$ cat src/rtl/lcu_pkg.sv
package lcu_pkg;
  // Strobes from control to datapath; at most one of loadCnt/decCnt/popToCnt per cycle.
  typedef struct packed {
    logic loadCnt;   // counter <= bus data
    logic decCnt;    // counter <= counter - 1
    logic popToCnt;  // counter <= stack top, pointer down
    logic pushCnt;   // stack top <= counter, pointer up
    logic setOvf;    // sticky overflow set
  } lcu_strobe_t;
endpackage

$ cat src/rtl/lcu_ctrl.sv
module lcu_ctrl
  import lcu_pkg::*;
(
  input  logic        clk,
  input  logic        rst_n,
  input  logic        wrEn,
  input  logic        owrEn,
  input  logic        testEn,
  input  logic        testDec,
  input  logic        popEn,
  input  logic        cntIsOne,
  input  logic        stkEmpty,
  input  logic        stkFull,
  output lcu_strobe_t strb,
  output logic        cntValid,
  output logic        ceOut
);
  logic nextValid;

  assign ceOut = cntValid & cntIsOne;

  always_comb begin
    strb      = '0;
    nextValid = cntValid;
    if (wrEn) begin
      strb.loadCnt = 1'b1;
      nextValid    = 1'b1;
      if (cntValid) begin
        if (stkFull) strb.setOvf  = 1'b1;
        else         strb.pushCnt = 1'b1;
      end
    end else if (owrEn) begin
      strb.loadCnt = 1'b1;
      nextValid    = 1'b1;
    end else if (testEn) begin
      if (cntValid) begin
        if (ceOut) begin
          if (!stkEmpty) strb.popToCnt = 1'b1;
          else           nextValid     = 1'b0;
        end else if (testDec) begin
          strb.decCnt = 1'b1;
        end
      end
    end else if (popEn && !stkEmpty) begin
      strb.popToCnt = 1'b1;
      nextValid     = 1'b1;
    end
  end

  always_ff @(posedge clk or negedge rst_n) begin
    if (!rst_n) cntValid <= 1'b0;
    else        cntValid <= nextValid;
  end

  // a single counter update per cycle
  a_r11_one_update: assert property (@(posedge clk) disable iff (!rst_n)
    $onehot0({strb.loadCnt, strb.decCnt, strb.popToCnt}));

  // expiring test on an empty stack leaves the counter invalid
  a_r8_expire_invalid: assert property (@(posedge clk) disable iff (!rst_n)
    (testEn && !wrEn && !owrEn && ceOut && stkEmpty) |=> !cntValid);

  // no push from an invalid counter
  a_r4_no_push_invalid: assert property (@(posedge clk) disable iff (!rst_n)
    !cntValid |-> !strb.pushCnt);

  // overwrite path never pushes
  a_r5_owr_no_push: assert property (@(posedge clk) disable iff (!rst_n)
    (owrEn && !wrEn) |-> !strb.pushCnt);
endmodule

$ cat src/rtl/lcu_datapath.sv
module lcu_datapath
  import lcu_pkg::*;
#(
  parameter int CNT_W = 14,
  parameter int DEPTH = 4,
  localparam int PTR_W = $clog2(DEPTH + 1)
)(
  input  logic             clk,
  input  logic             rst_n,
  input  lcu_strobe_t      strb,
  input  logic [CNT_W-1:0] loadVal,
  output logic [CNT_W-1:0] cnt,
  output logic             cntIsOne,
  output logic             stkEmpty,
  output logic             stkFull,
  output logic             stackOvf
);
  logic [CNT_W-1:0] stk [DEPTH];
  logic [PTR_W-1:0] ptr;
  logic [CNT_W-1:0] stkTop;

  assign stkEmpty = (ptr == '0);
  assign stkFull  = (ptr == PTR_W'(DEPTH));
  assign stkTop   = stkEmpty ? '0 : stk[ptr - PTR_W'(1)];
  assign cntIsOne = (cnt == CNT_W'(1));

  always_ff @(posedge clk or negedge rst_n) begin
    if (!rst_n)              cnt <= '0;
    else if (strb.loadCnt)   cnt <= loadVal;
    else if (strb.popToCnt)  cnt <= stkTop;
    else if (strb.decCnt)    cnt <= cnt - CNT_W'(1);
  end

  always_ff @(posedge clk or negedge rst_n) begin
    if (!rst_n)                            ptr <= '0;
    else if (strb.pushCnt && !stkFull)     ptr <= ptr + PTR_W'(1);
    else if (strb.popToCnt && !stkEmpty)   ptr <= ptr - PTR_W'(1);
  end

  for (genvar i = 0; i < DEPTH; i++) begin : g_entry
    always_ff @(posedge clk or negedge rst_n) begin
      if (!rst_n)                                 stk[i] <= '0;
      else if (strb.pushCnt && ptr == PTR_W'(i))  stk[i] <= cnt;
    end
  end

  always_ff @(posedge clk or negedge rst_n) begin
    if (!rst_n)           stackOvf <= 1'b0;
    else if (strb.setOvf) stackOvf <= 1'b1;
  end

  // overflow is sticky
  a_r10_ovf_sticky: assert property (@(posedge clk) disable iff (!rst_n)
    stackOvf |=> stackOvf);

  // a push grows the stack by one
  a_r3_push_grows: assert property (@(posedge clk) disable iff (!rst_n)
    strb.pushCnt |=> ptr == $past(ptr) + PTR_W'(1));

  // a decrement lowers the count by one
  a_r7_dec_step: assert property (@(posedge clk) disable iff (!rst_n)
    strb.decCnt |=> cnt == $past(cnt) - CNT_W'(1));

  // a pop delivers the previous top entry
  a_r9_pop_value: assert property (@(posedge clk) disable iff (!rst_n)
    strb.popToCnt |=> cnt == $past(stkTop));

  // pointer never exceeds the depth
  a_r12_ptr_range: assert property (@(posedge clk) disable iff (!rst_n)
    ptr <= PTR_W'(DEPTH));
endmodule

$ cat src/rtl/loop_count_unit.sv
module loop_count_unit
  import lcu_pkg::*;
#(
  parameter int CNT_W = 14,
  parameter int BUS_W = 16,
  parameter int DEPTH = 4
)(
  input  logic             clk,
  input  logic             rst_n,
  input  logic             wrEn,
  input  logic             owrEn,
  input  logic [BUS_W-1:0] wrData,
  input  logic             testEn,
  input  logic             testDec,
  input  logic             popEn,
  output logic [BUS_W-1:0] rdData,
  output logic             ceOut,
  output logic             stackEmpty,
  output logic             stackOvf
);
  lcu_strobe_t      strb;
  logic [CNT_W-1:0] cnt;
  logic             cntIsOne, stkFull, cntValid;

  lcu_ctrl u_ctrl (
    .clk(clk), .rst_n(rst_n), .wrEn(wrEn), .owrEn(owrEn), .testEn(testEn),
    .testDec(testDec), .popEn(popEn), .cntIsOne(cntIsOne),
    .stkEmpty(stackEmpty), .stkFull(stkFull), .strb(strb),
    .cntValid(cntValid), .ceOut(ceOut)
  );

  lcu_datapath #(.CNT_W(CNT_W), .DEPTH(DEPTH)) u_dp (
    .clk(clk), .rst_n(rst_n), .strb(strb), .loadVal(wrData[CNT_W-1:0]),
    .cnt(cnt), .cntIsOne(cntIsOne), .stkEmpty(stackEmpty),
    .stkFull(stkFull), .stackOvf(stackOvf)
  );

  assign rdData = {{(BUS_W-CNT_W){1'b0}}, cnt};

  // expiry reported only for a valid counter
  a_r6_ce_valid: assert property (@(posedge clk) disable iff (!rst_n)
    ceOut |-> cntValid);
endmodule

$ cat config.mk
export PLATFORM = sky130hd
export DESIGN_NAME = loop_count_unit
export DESIGN_NICKNAME = d
export VERILOG_FILES = /design/src/rtl/lcu_pkg.sv /design/src/rtl/lcu_ctrl.sv /design/src/rtl/lcu_datapath.sv /design/src/rtl/loop_count_unit.sv
export SDC_FILE = /design/constraint.sdc
export NUM_CORES = 1
export LEC_CHECK = 0
export ABC_AREA = 1
export BUFFER_PORTS_ARGS = -buffer_cell sky130_fd_sc_hd__buf_2
export CAP_MARGIN = 15
export CORE_ASPECT_RATIO = 1.4
export CORE_MARGIN = 5
export CORE_UTILIZATION = 45
export CTS_CLUSTER_SIZE = 8
export DETAILED_ROUTE_END_ITERATION = 10
export PLACE_DENSITY = 0.63
export SETUP_SLACK_MARGIN = 0.5
export SYNTH_ARGS = -nofsm -noshare
export SYNTH_HDL_FRONTEND = slang
export SYNTH_SLANG_ARGS = --single-unit
export TNS_END_PERCENT = 30
$ cat constraint.sdc
create_clock -name clk -period 2.8 [get_ports clk]
set_input_delay 0.84 -clock clk [delete_from_list [all_inputs] [get_ports clk]]
set_output_delay 0.84 -clock clk [all_outputs]
set_load 0.005 [all_outputs]
# Word level (Yosys, flattened, before mapping)
# Cells that the tools add are included.
word_totals:
  latch_bits: 0
  ram_bits: 0
  romBits: 0
  output_inout_bits: 19
  word_cells: 63
  n_memories: 0
  input_bits: 23
  register_bits: 75
op_classes:
  order_cmp: 1
  n_reduce_logical: 13
  bitwise_logic: 2
  eq_ne: 5
  muxes: 31
  div: 0
  mul: 0
  shift: 0
  add_sub_neg: 3
op_table:
  columns: ["operator", "n"]
  rows:
  - ["two-way mux 14 bit", 6]
  - ["binary-select mux 14 bit (select 2 bit)", 1]
  - ["two-way mux 1 bit", 17]
  - ["equality test 14 x 1 -> 1 bit, second input constant", 1]
  - ["subtractor 14 x 1 -> 14 bit, second input constant", 1]
  - ["two-way mux 2 bit", 5]
  - ["logical AND 1 bit", 7]
  - ["equality test 3 x 2 -> 1 bit, second input constant", 2]
  - ["two-way mux 3 bit", 2]
  - ["greater-or-equal comparator 4 x 3 -> 1 bit, second input constant", 1]
  - ["NOT 3 -> 4 bit", 1]
  - ["nonzero test 4 bit", 1]
  - ["adder 3 x 1 -> 3 bit, second input constant", 1]
  - ["equality test 3 x 1 -> 1 bit, second input constant", 1]
  - ["equality test 3 bit, second input constant", 1]
  - ["zero test 3 bit", 1]
  - ["nonzero test 3 bit", 1]
  - ["subtractor 3 x 1 -> 3 bit, second input constant", 1]
  - ["zero test 1 bit", 2]
  - ["nonzero test 2 bit", 1]
  - ["AND 1 bit", 1]

# Logic depth before layout (Yosys ltp)
# Gate-level depths: netlist of the first run.
depth:
  ltp_word: 10
  depth_mapped: 14
  depth_no_buf: 14

# By module
# From an unflattened synthesis of the first run, not the netlist that was laid out.
hier_totals:
  hier_cells: 555
  hier_area_um2: 4132.7
by_module_without_submodules:
  columns: ["module", "area_per_inst_um2", "cells_each", "n_inst"]
  rows:
  - ["lcu_datapath", 3968.8, 527, 1]
  - ["lcu_ctrl", 145.1, 25, 1]
  - ["loop_count_unit", 18.8, 3, 1]

# Least setup slack after synthesis of the first run
# Ideal clock, no wire load.
synth_timing:
  kind: "register to register"
  startpoint: "reg u_dp.ptr[0]"
  endpoint: "reg u_dp.cnt[6]"
  path_buffers: 3
  path_stages_with_launch: 14
  synth_period_minus_slack_ns: 2.159
  required_ns: 2.683
  setup_slack_ns: 0.641
  arrival_time_ns: 2.042
  path_cell_list: "dfrtp_1 inv_1 clkbuf_1 buf_2 ha_1 inv_1 clkbuf_1 nor2_1 o21ai_0 nand2_1 nand3_1 nand3_1 nand3_1 nand2_1"
synth_via:
  elab_chain_len: 9
  word_cells_on_any_way: 19
synth_lines:
  columns: ["item", "line_no", "rtl"]
  rows:
  - ["start: declaration", "lcu_datapath.sv:19", "logic [PTR_W-1:0] ptr;"]
  - ["start signal: assignment", "lcu_datapath.sv:36", "else if (strb.pushCnt && !stkFull) ptr <= ptr + PTR_W'(1);"]
  - ["start signal: assignment", "lcu_datapath.sv:37", "else if (strb.popToCnt && !stkEmpty) ptr <= ptr - PTR_W'(1);"]
  - ["branches (longest 9 deep; another with subtractor 3 x 1 -> 3 bit)", null, null]
  - ["end signal: assignment", "lcu_datapath.sv:29", "else if (strb.loadCnt) cnt <= loadVal;"]
  - ["end signal: assignment", "lcu_datapath.sv:30", "else if (strb.popToCnt) cnt <= stkTop;"]
  - ["end signal: assignment", "lcu_datapath.sv:31", "else if (strb.decCnt) cnt <= cnt - CNT_W'(1);"]
  - ["end: declaration", "lcu_datapath.sv:12", "output logic [CNT_W-1:0] cnt,"]
# Several ways; the timed one is not identified. The select of a mux whose other input is x is not followed.
# A chain may end at the register's enable or synchronous reset.

# Worst setup path after layout of the first run
layout_timing:
  startpoint: "reg u_dp.cnt[4]"
  endpoint: "out ceOut"
layout_via:
  elab_chain_len: 2
layout_lines:
  columns: ["item", "line_no", "rtl"]
  rows:
  - ["equality test 14 x 1 -> 1 bit", "lcu_datapath.sv:25", "assign cntIsOne = (cnt == CNT_W'(1));"]
  - ["AND 1 bit", "lcu_ctrl.sv:20", "assign ceOut = cntValid & cntIsOne;"]
  - ["end: declaration", "loop_count_unit.sv:17", "output logic ceOut,"]
# Every way passes these cells.

==> out/qor.yml, run 1 <==
sta:
  fin_crit_sh_pct: 81.0
  fin_tns_setup_ns: 0
  relSlewSlack_pct: 61.9
  maxSlewViolCount: 0
  max_freq_ghz: 0.441
  setup_ws_ns: 0.533
  hold_slack_ns: 0.482
  grt_setup_unrepaired: "true"
  clock-skew-final_ns: 0.00515
  setup_violations: 0
  hold_viol_final: 0
  min_period_ns: 2.27
  tightestPinTransition_ns: 0.571
clock_network:
  root_buffer: "clkbuf_16"
  clk_pin_slew_ns: 0.06
  insertion_delay_ns: 0.33
  clk_path_buf_depth: 2
  htreeDepth: 3
  cts_buffers: 9
  cts_hold_buffers: 0
  cts.sinks: 75
  cts_tree: "done"
synthesis:
  synthCells: 541
  synth_cell_types: 24
  syn_area_sq_mm: 0.00407
  synth_top_area_share_pct: 46.1
  async_reset_ff_share_pct: 100
  synth-seq-cells: 75
  yosys-top-cells-count: "156 x nand2_1, 89 x o21ai_0, 75 x dfrtp_1, 63 x nor2_1, 50 x nand3_1"
  avgSynthCellArea_sq_um: 7.52
  synth_seq_area_share_pct: 46.1
  synth-edff-count: 0
  synthFlopType: "dfrtp_1"
  synth_warnings: 0
  synth_area_leaders: "dfrtp_1 46%, nand2_1 14%, o21ai_0 11%, nand3_1 6.2%, nor2_1 5.8%"
  yosysMostFrequentCell: "nand2_1"
  yosys.area.top_type: "dfrtp_1"
global_routing:
  grt_overflow_total: 0
  grt_pass1_wl_mm: 16.9
  grt_pass1_vias: 3494
  antenna_found_initial: 0
  grt_max_degree: 43
  grtUsageTotal_pct: 19.0
floorplan:
  core_area_sq_mm: 0.00893
  rows: 41
  ios: 42
  die_x_um: 90.4
  die-area_sq_mm: 0.0111
  start_util_pct: 45.6
  die_h_um: 122
drt:
  dr.first_iter.drc_count: 267
  routedWlPerCell_um: 14.6
  route.detailed.drc: 0
  vias: 3606
  wl_mm: 10.1
  drt.antenna.violating_nets: 0
  dr.pass1.iters: 5
  via_per_inst: 5.21
placed_design:
  place_ws_ns: 0.593
  place_area_sq_mm: 0.00434
  dp_cells: 670
  routabilityCongestion: 0.831
  portBuffers: 37
  dp_hpwl_mm: 6.80
worst_setup_path:
  crit_buf_inv: 2
  path_cells: "nor2_4, nand2_2, nor2_4, nand2_4, inv_2, buf_6"
  crit_path_max_incr_delay_ns: 0.45
  path_max_fanout: 5
  cpMostUsedCell: "nor2_4"
  crit_arrival_ns: 1.43
  startpoint_type: "flop"
  cp_top_family: "simple AND/OR/NAND/NOR gates"
  cp_slowest_cell: "dfrtp_1"
  cp-end-kind: "output pin"
  required_ns: 1.96
  path_class: "flop to output pin"
finish:
  syn_to_final_growth_pct: 16.3
  nNetsFinal: 611
  final_util_pct: 53.0
  regArea_sq_mm: 0.00188
  nFillCells: 876
  multi_input_area_sq_mm: 0.00196
  final_area_sq_mm: 0.00473
  final_layout_size_suffix_gt1_share_pct: 18.8
  antenna_cells: 0
  final_cells: 692
pwr:
  p_clk_share_pct: 23.0
  vdd_drop_max_uv: 461
  seqPwrFrac_pct: 36.9
  p_sw_share_pct: 40.5
  total_switching_power_mw: 1.93
  p_int_mw: 2.83
  comb_power_share_pct: 40.1
  finalPower_mw: 4.76
  leakage_nw: 2.38
  p_per_area_mw_per_mm2: 1010
worst_hold_path:
  hold_path_class: "flop to flop"
status:
  status: "complete, no violations"
job:
  cap_violations: 0
-- state kept, by name, indices dropped and copies added, names as in the netlist --
register and flops:
u_dp.stk 56, u_ctrl.cntValid 1, u_dp.stackOvf 1, u_dp.cnt 14, u_dp.ptr 3
-- worst paths after layout --
kind	startpoint	end	slack, ns	cells after the start
max	u_dp.cnt[4]$_DFFE_PN0P_	ceOut	0.53	6
min	u_dp.stk[14]$_DFFE_PN0P_	u_dp.stk[14]$_DFFE_PN0P_	0.48	2
max reg2reg	u_dp.ptr[1]$_DFFE_PN0P_	u_dp.cnt[12]$_DFFE_PN0P_	0.80	9
min reg2reg	u_dp.stk[14]$_DFFE_PN0P_	u_dp.stk[14]$_DFFE_PN0P_	0.48	2
max in group asynchronous	rst_n	u_dp.stk[29]$_DFFE_PN0P_	1.72	2
min in group asynchronous	rst_n	u_dp.cnt[11]$_DFFE_PN0P_	0.49	1
-- per-layer routing --
metal / wire length [um] / GRT usage, % / share of wire (%) / vias to the layer above
met4: 119 / 5.21 / 1.2 / 0
met2: 5170 / 33.3 / 51 / 75
met1: 4420 / 24.2 / 44 / 1706
li1: - / - / - / 1816
met3: 405 / 3.49 / 4.0 / 9
met5: 0 / 0 / 0 / -
-- cell usage in the layout (no fill, tap or decap), drive strengths merged --
cell type	instances
o21bai	1
conb	2
clkinv	3
dfrtp	75
clkinvlp	2
nor3	1
nor2	67
o31ai	1
ha	8
o21ai	89
or2	12
xor2	7
nand3	51
o22ai	6
clkbuf	11
nand2	161
inv	35
buf	53
-- tightest hold or removal path, delay by kind of cell (launching register included) --
| kind | cells | cell delay [ns] |
|---|---|---|
| AOI/OAI and AO/OA | 1 | 0.06 |
| DFF | 1 | 0.33 |
| and+or+nand+nor | 1 | 0.05 |
-- power groups by stage --
stage / sequential, mW / clock (mW) / combinational, mW
detailed placement: 1.76 / 0 / 1.87
global route: 1.81 / 1.16 / 2.20
finish: 1.76 / 1.09 / 1.91
global placement: 1.74 / 0 / 1.84
CTS: 1.75 / 1.11 / 1.91
floorplan: 1.71 / 0 / 1.34
-- timing repair --
| item | in CTS | in global routing |
|---|---|---|
| resized for setup | 7 | 11 |
| pin swaps | 1 | 2 |
| buffers inserted | 5 | 1 |
| setup endpoints to repair | 1 | 1 |
-- area by class of cell --
type                       instances  share of cell area, %
inverter                          35                   2.78
sequential                        75                   39.8
clock inverter                     5                  0.794
clock buffer                      11                   5.34
multi-input combinational        406                   41.5
tap                              107                   2.83
timing repair buffer              53                   6.90
-- kinds of logic (layout without fill, tap and decap cells) --
| family | after synthesis | after routing | share of synthesized area, % |
|---|---|---|---|
| fa+ha+maj | 8 | 8 | 2.46 |
| buf+inv | 61 | 104 | 6.64 |
| other cells | 1 | 2 | 0.0922 |
| simple gates | 292 | 292 | 30.9 |
| flops | 75 | 75 | 46.1 |
| xor+xnor | 7 | 7 | 1.51 |
| compound gates | 97 | 97 | 12.2 |
Power figures use the tool's default switching activity.
==> run 2: changes to the inputs <==
Settings changed: ABC_AREA 1 to 0, PLACE_DENSITY 0.63 to 0.65.
Clock period 2.8 ns to 1.95 ns, I/O delays scaled along.
==> run 2 against run 1 <==
Net effect: the flow now finishes with violations (setup timing); die area down 5.5%; synthesized cell count fell by 39%; global-route usage grew 2.7 points; clock power increased by 49%; flip-flop and latch count unchanged; via count decreased by 14%; utilization increased by 16 points; final cell count down 22%; synthesized area fell by 6.0%; critical path depth grew 1; first-iteration DRC count down 60%; critical path type unchanged; largest cell class unchanged.
==> out/qor.yml, run 2 <==
drt:
  vias: 3100
  drt.antenna.violating_nets: 0
  dr.first_iter.drc_count: 107
  wl_mm: 11.2
  via_per_inst: 5.76
  routedWlPerCell_um: 20.8
  route.detailed.drc: 0
  dr.pass1.iters: 4
finish:
  nNetsFinal: 462
  antenna_cells: 0
  multi_input_area_sq_mm: 0.00236
  final_common_cell: "dfrtp_1"
  regArea_sq_mm: 0.00188
  final_layout_size_suffix_gt1_share_pct: 57.3
  top_register: "u_dp.stk"
  syn_to_final_growth_pct: 49.7
  final_cells: 538
  nFillCells: 554
  reg_top3: "u_dp.stk (56), u_dp.cnt (14), u_dp.ptr (3)"
  final_cell_mix: "74 x dfrtp_1, 46 x buf_6, 40 x mux2_4, 40 x buf_4, 24 x buf_2"
  largest_register_ffs: 56
  final_area_sq_mm: 0.00572
clock_network:
  cts_buffers: 9
  clk_pin_slew_ns: 0.05
  root_buffer: "clkbuf_16"
  cts_tree: "done"
  insertion_delay_ns: 0.34
  cts_hold_buffers: 0
  cts.sinks: 75
  clk_path_buf_depth: 2
  htreeDepth: 3
synthesis:
  yosys.area.top_type: "dfrtp_1"
  synth_top_area_share_pct: 49.1
  yosysMostFrequentCell: "dfrtp_1"
  synth_seq_area_share_pct: 49.1
  async_reset_ff_share_pct: 100
  synth-edff-count: 0
  synth_cell_types: 46
  avgSynthCellArea_sq_um: 11.5
  synth-seq-cells: 75
  yosys-top-cells-count: "75 x dfrtp_1, 40 x mux2_2, 29 x nand2_1, 22 x o21ai_0, 21 x clkbuf_1"
  synthFlopType: "dfrtp_1"
  synth_warnings: 0
  syn_area_sq_mm: 0.00382
  synthCells: 331
  synth_area_leaders: "dfrtp_1 49%, mux2_2 12%, mux4_2 8.2%, o21ai_0 2.9%, nand2_1 2.8%"
floorplan:
  die_x_um: 87.9
  ios: 42
  die-area_sq_mm: 0.0105
  die_h_um: 119
  start_util_pct: 46.4
  rows: 39
  core_area_sq_mm: 0.00825
sta:
  max_freq_ghz: 0.397
  tightestPinTransition_ns: 0.503
  grt_setup_unrepaired: "true"
  relSlewSlack_pct: 66.5
  hold_viol_final: 0
  fin_crit_sh_pct: 129
  setup_ws_ns: -0.571
  min_period_ns: 2.52
  clock-skew-final_ns: 0.00331
  setup_violations: 19
  maxSlewViolCount: 0
placed_design:
  place_area_sq_mm: 0.00448
  dp_hpwl_mm: 6.58
  portBuffers: 37
  dp_cells: 491
  routabilityCongestion: 0.860
worst_hold_path:
  hold_path_class: "input pin to async pin"
worst_setup_path:
  crit_arrival_ns: 1.94
  path_class: "flop to output pin"
  path_max_fanout: 2
  required_ns: 1.36
  startpoint_type: "flop"
  cp-end-kind: "output pin"
pwr:
  leakage_nw: 2.62
  p_per_area_mw_per_mm2: 1430
  vdd_drop_max_uv: 832
  finalPower_mw: 8.18
global_routing:
  grt_pass1_wl_mm: 17.0
  antenna_found_initial: 0
  grt_pass1_vias: 3213
  grtUsageTotal_pct: 21.7
  grt_overflow_total: 0
  grt_max_degree: 37
status:
  violations: "setup timing"
  status: "finished, violations left"
job:
  cap_violations: 0
[run 2: path summary, 6_finish.rpt]
path | cells after the start | startpoint | slack, ns | to
worst max-delay path | 7 | u_dp.cnt[1]$_DFFE_PN0P_ | -0.57 | ceOut
worst min-delay path | 1 | rst_n | 0.21 | u_dp.stk[45]$_DFFE_PN0P_
worst max register to register | 6 | u_dp.cnt[7]$_DFFE_PN0P_ | -0.47 | u_dp.cnt[9]$_DFFE_PN0P_
worst min register to register | 2 | u_dp.stk[31]$_DFFE_PN0P_ | 0.47 | u_dp.stk[31]$_DFFE_PN0P_
max in group asynchronous | 2 | rst_n | 1.22 | u_dp.ptr[0]$_DFFE_PN0P_
min in group clk | 2 | u_dp.stk[31]$_DFFE_PN0P_ | 0.47 | u_dp.stk[31]$_DFFE_PN0P_
[run 2: cell families after synthesis]
family,count (synthesis),share of synthesized area [%]
other cells,1,0.0981
compound gates,70,11.8
flops,75,49.1
xor+xnor,9,2.06
buf+inv,36,3.86
fa+ha+maj,8,2.62
mux,55,20.3
simple gates,77,10.1
[run 2: repair_timing]
| item | in CTS | in global routing |
|---|---|---|
| resized for setup | 122 | 51 |
| endpoints found under the hold margin | 0 | 0 |
| setup endpoints to repair | 82 | 83 |
| setup buffers | 19 | 9 |
| pin swaps | 24 | 25 |
| gates cloned | 3 | 0 |
[run 2: per-layer routing]
layer | GRT usage (%) | routed length [um] | vias up
li1 | - | - | 1418
met1 | 25.4 | 4330 | 1571
met2 | 36.9 | 6010 | 77
met3 | 4.56 | 455 | 34
met4 | 10.9 | 412 | 0
met5 | 0 | 0 | -
[run 2: metrics by stage]
step | setup TNS [ns] | worst slack [ns] | util (%) | hold WS (ns)
after floorplan | -7.20 | -0.442 | - | 0.289
final | -7.43 | -0.571 | 69.4 | 0.212
after CTS | -7.08 | -0.566 | 65.5 | 0.226
after detailed placement | -6.89 | -0.431 | 54.3 | 0.469
after global routing | -8.56 | -0.622 | 69.4 | 0.249
after global placement | -6.42 | -0.409 | 54.3 | 0.457
[run 2: worst max-delay path, stage by stage, from the launching register on]
cell and delay [ns]:
dfrtp_1 0.39, inv_2 0.08, ha_4 0.11, or4b_4 0.46, buf_6 0.14, nor4_4 0.15, and2_1 0.16, buf_2 0.11
[run 2: area by class of cell]
| cell class | count | share of cell area (%) |
|---|---|---|
| well taps | 102 | 2.23 |
| repair buffers | 115 | 18.1 |
| inverters | 8 | 0.656 |
| clock inverters | 4 | 0.896 |
| multi-input cells | 222 | 41.2 |
| clock buffers | 12 | 4.13 |
| flip-flops and latches | 75 | 32.8 |
[run 2: report_power, final]
| group | internal (mW) | switching, mW | total, mW |
|---|---|---|---|
| clock | 0.991 | 0.628 | 1.62 |
| sequential | 2.22 | 0.403 | 2.63 |
| combinational | 2.30 | 1.64 | 3.93 |
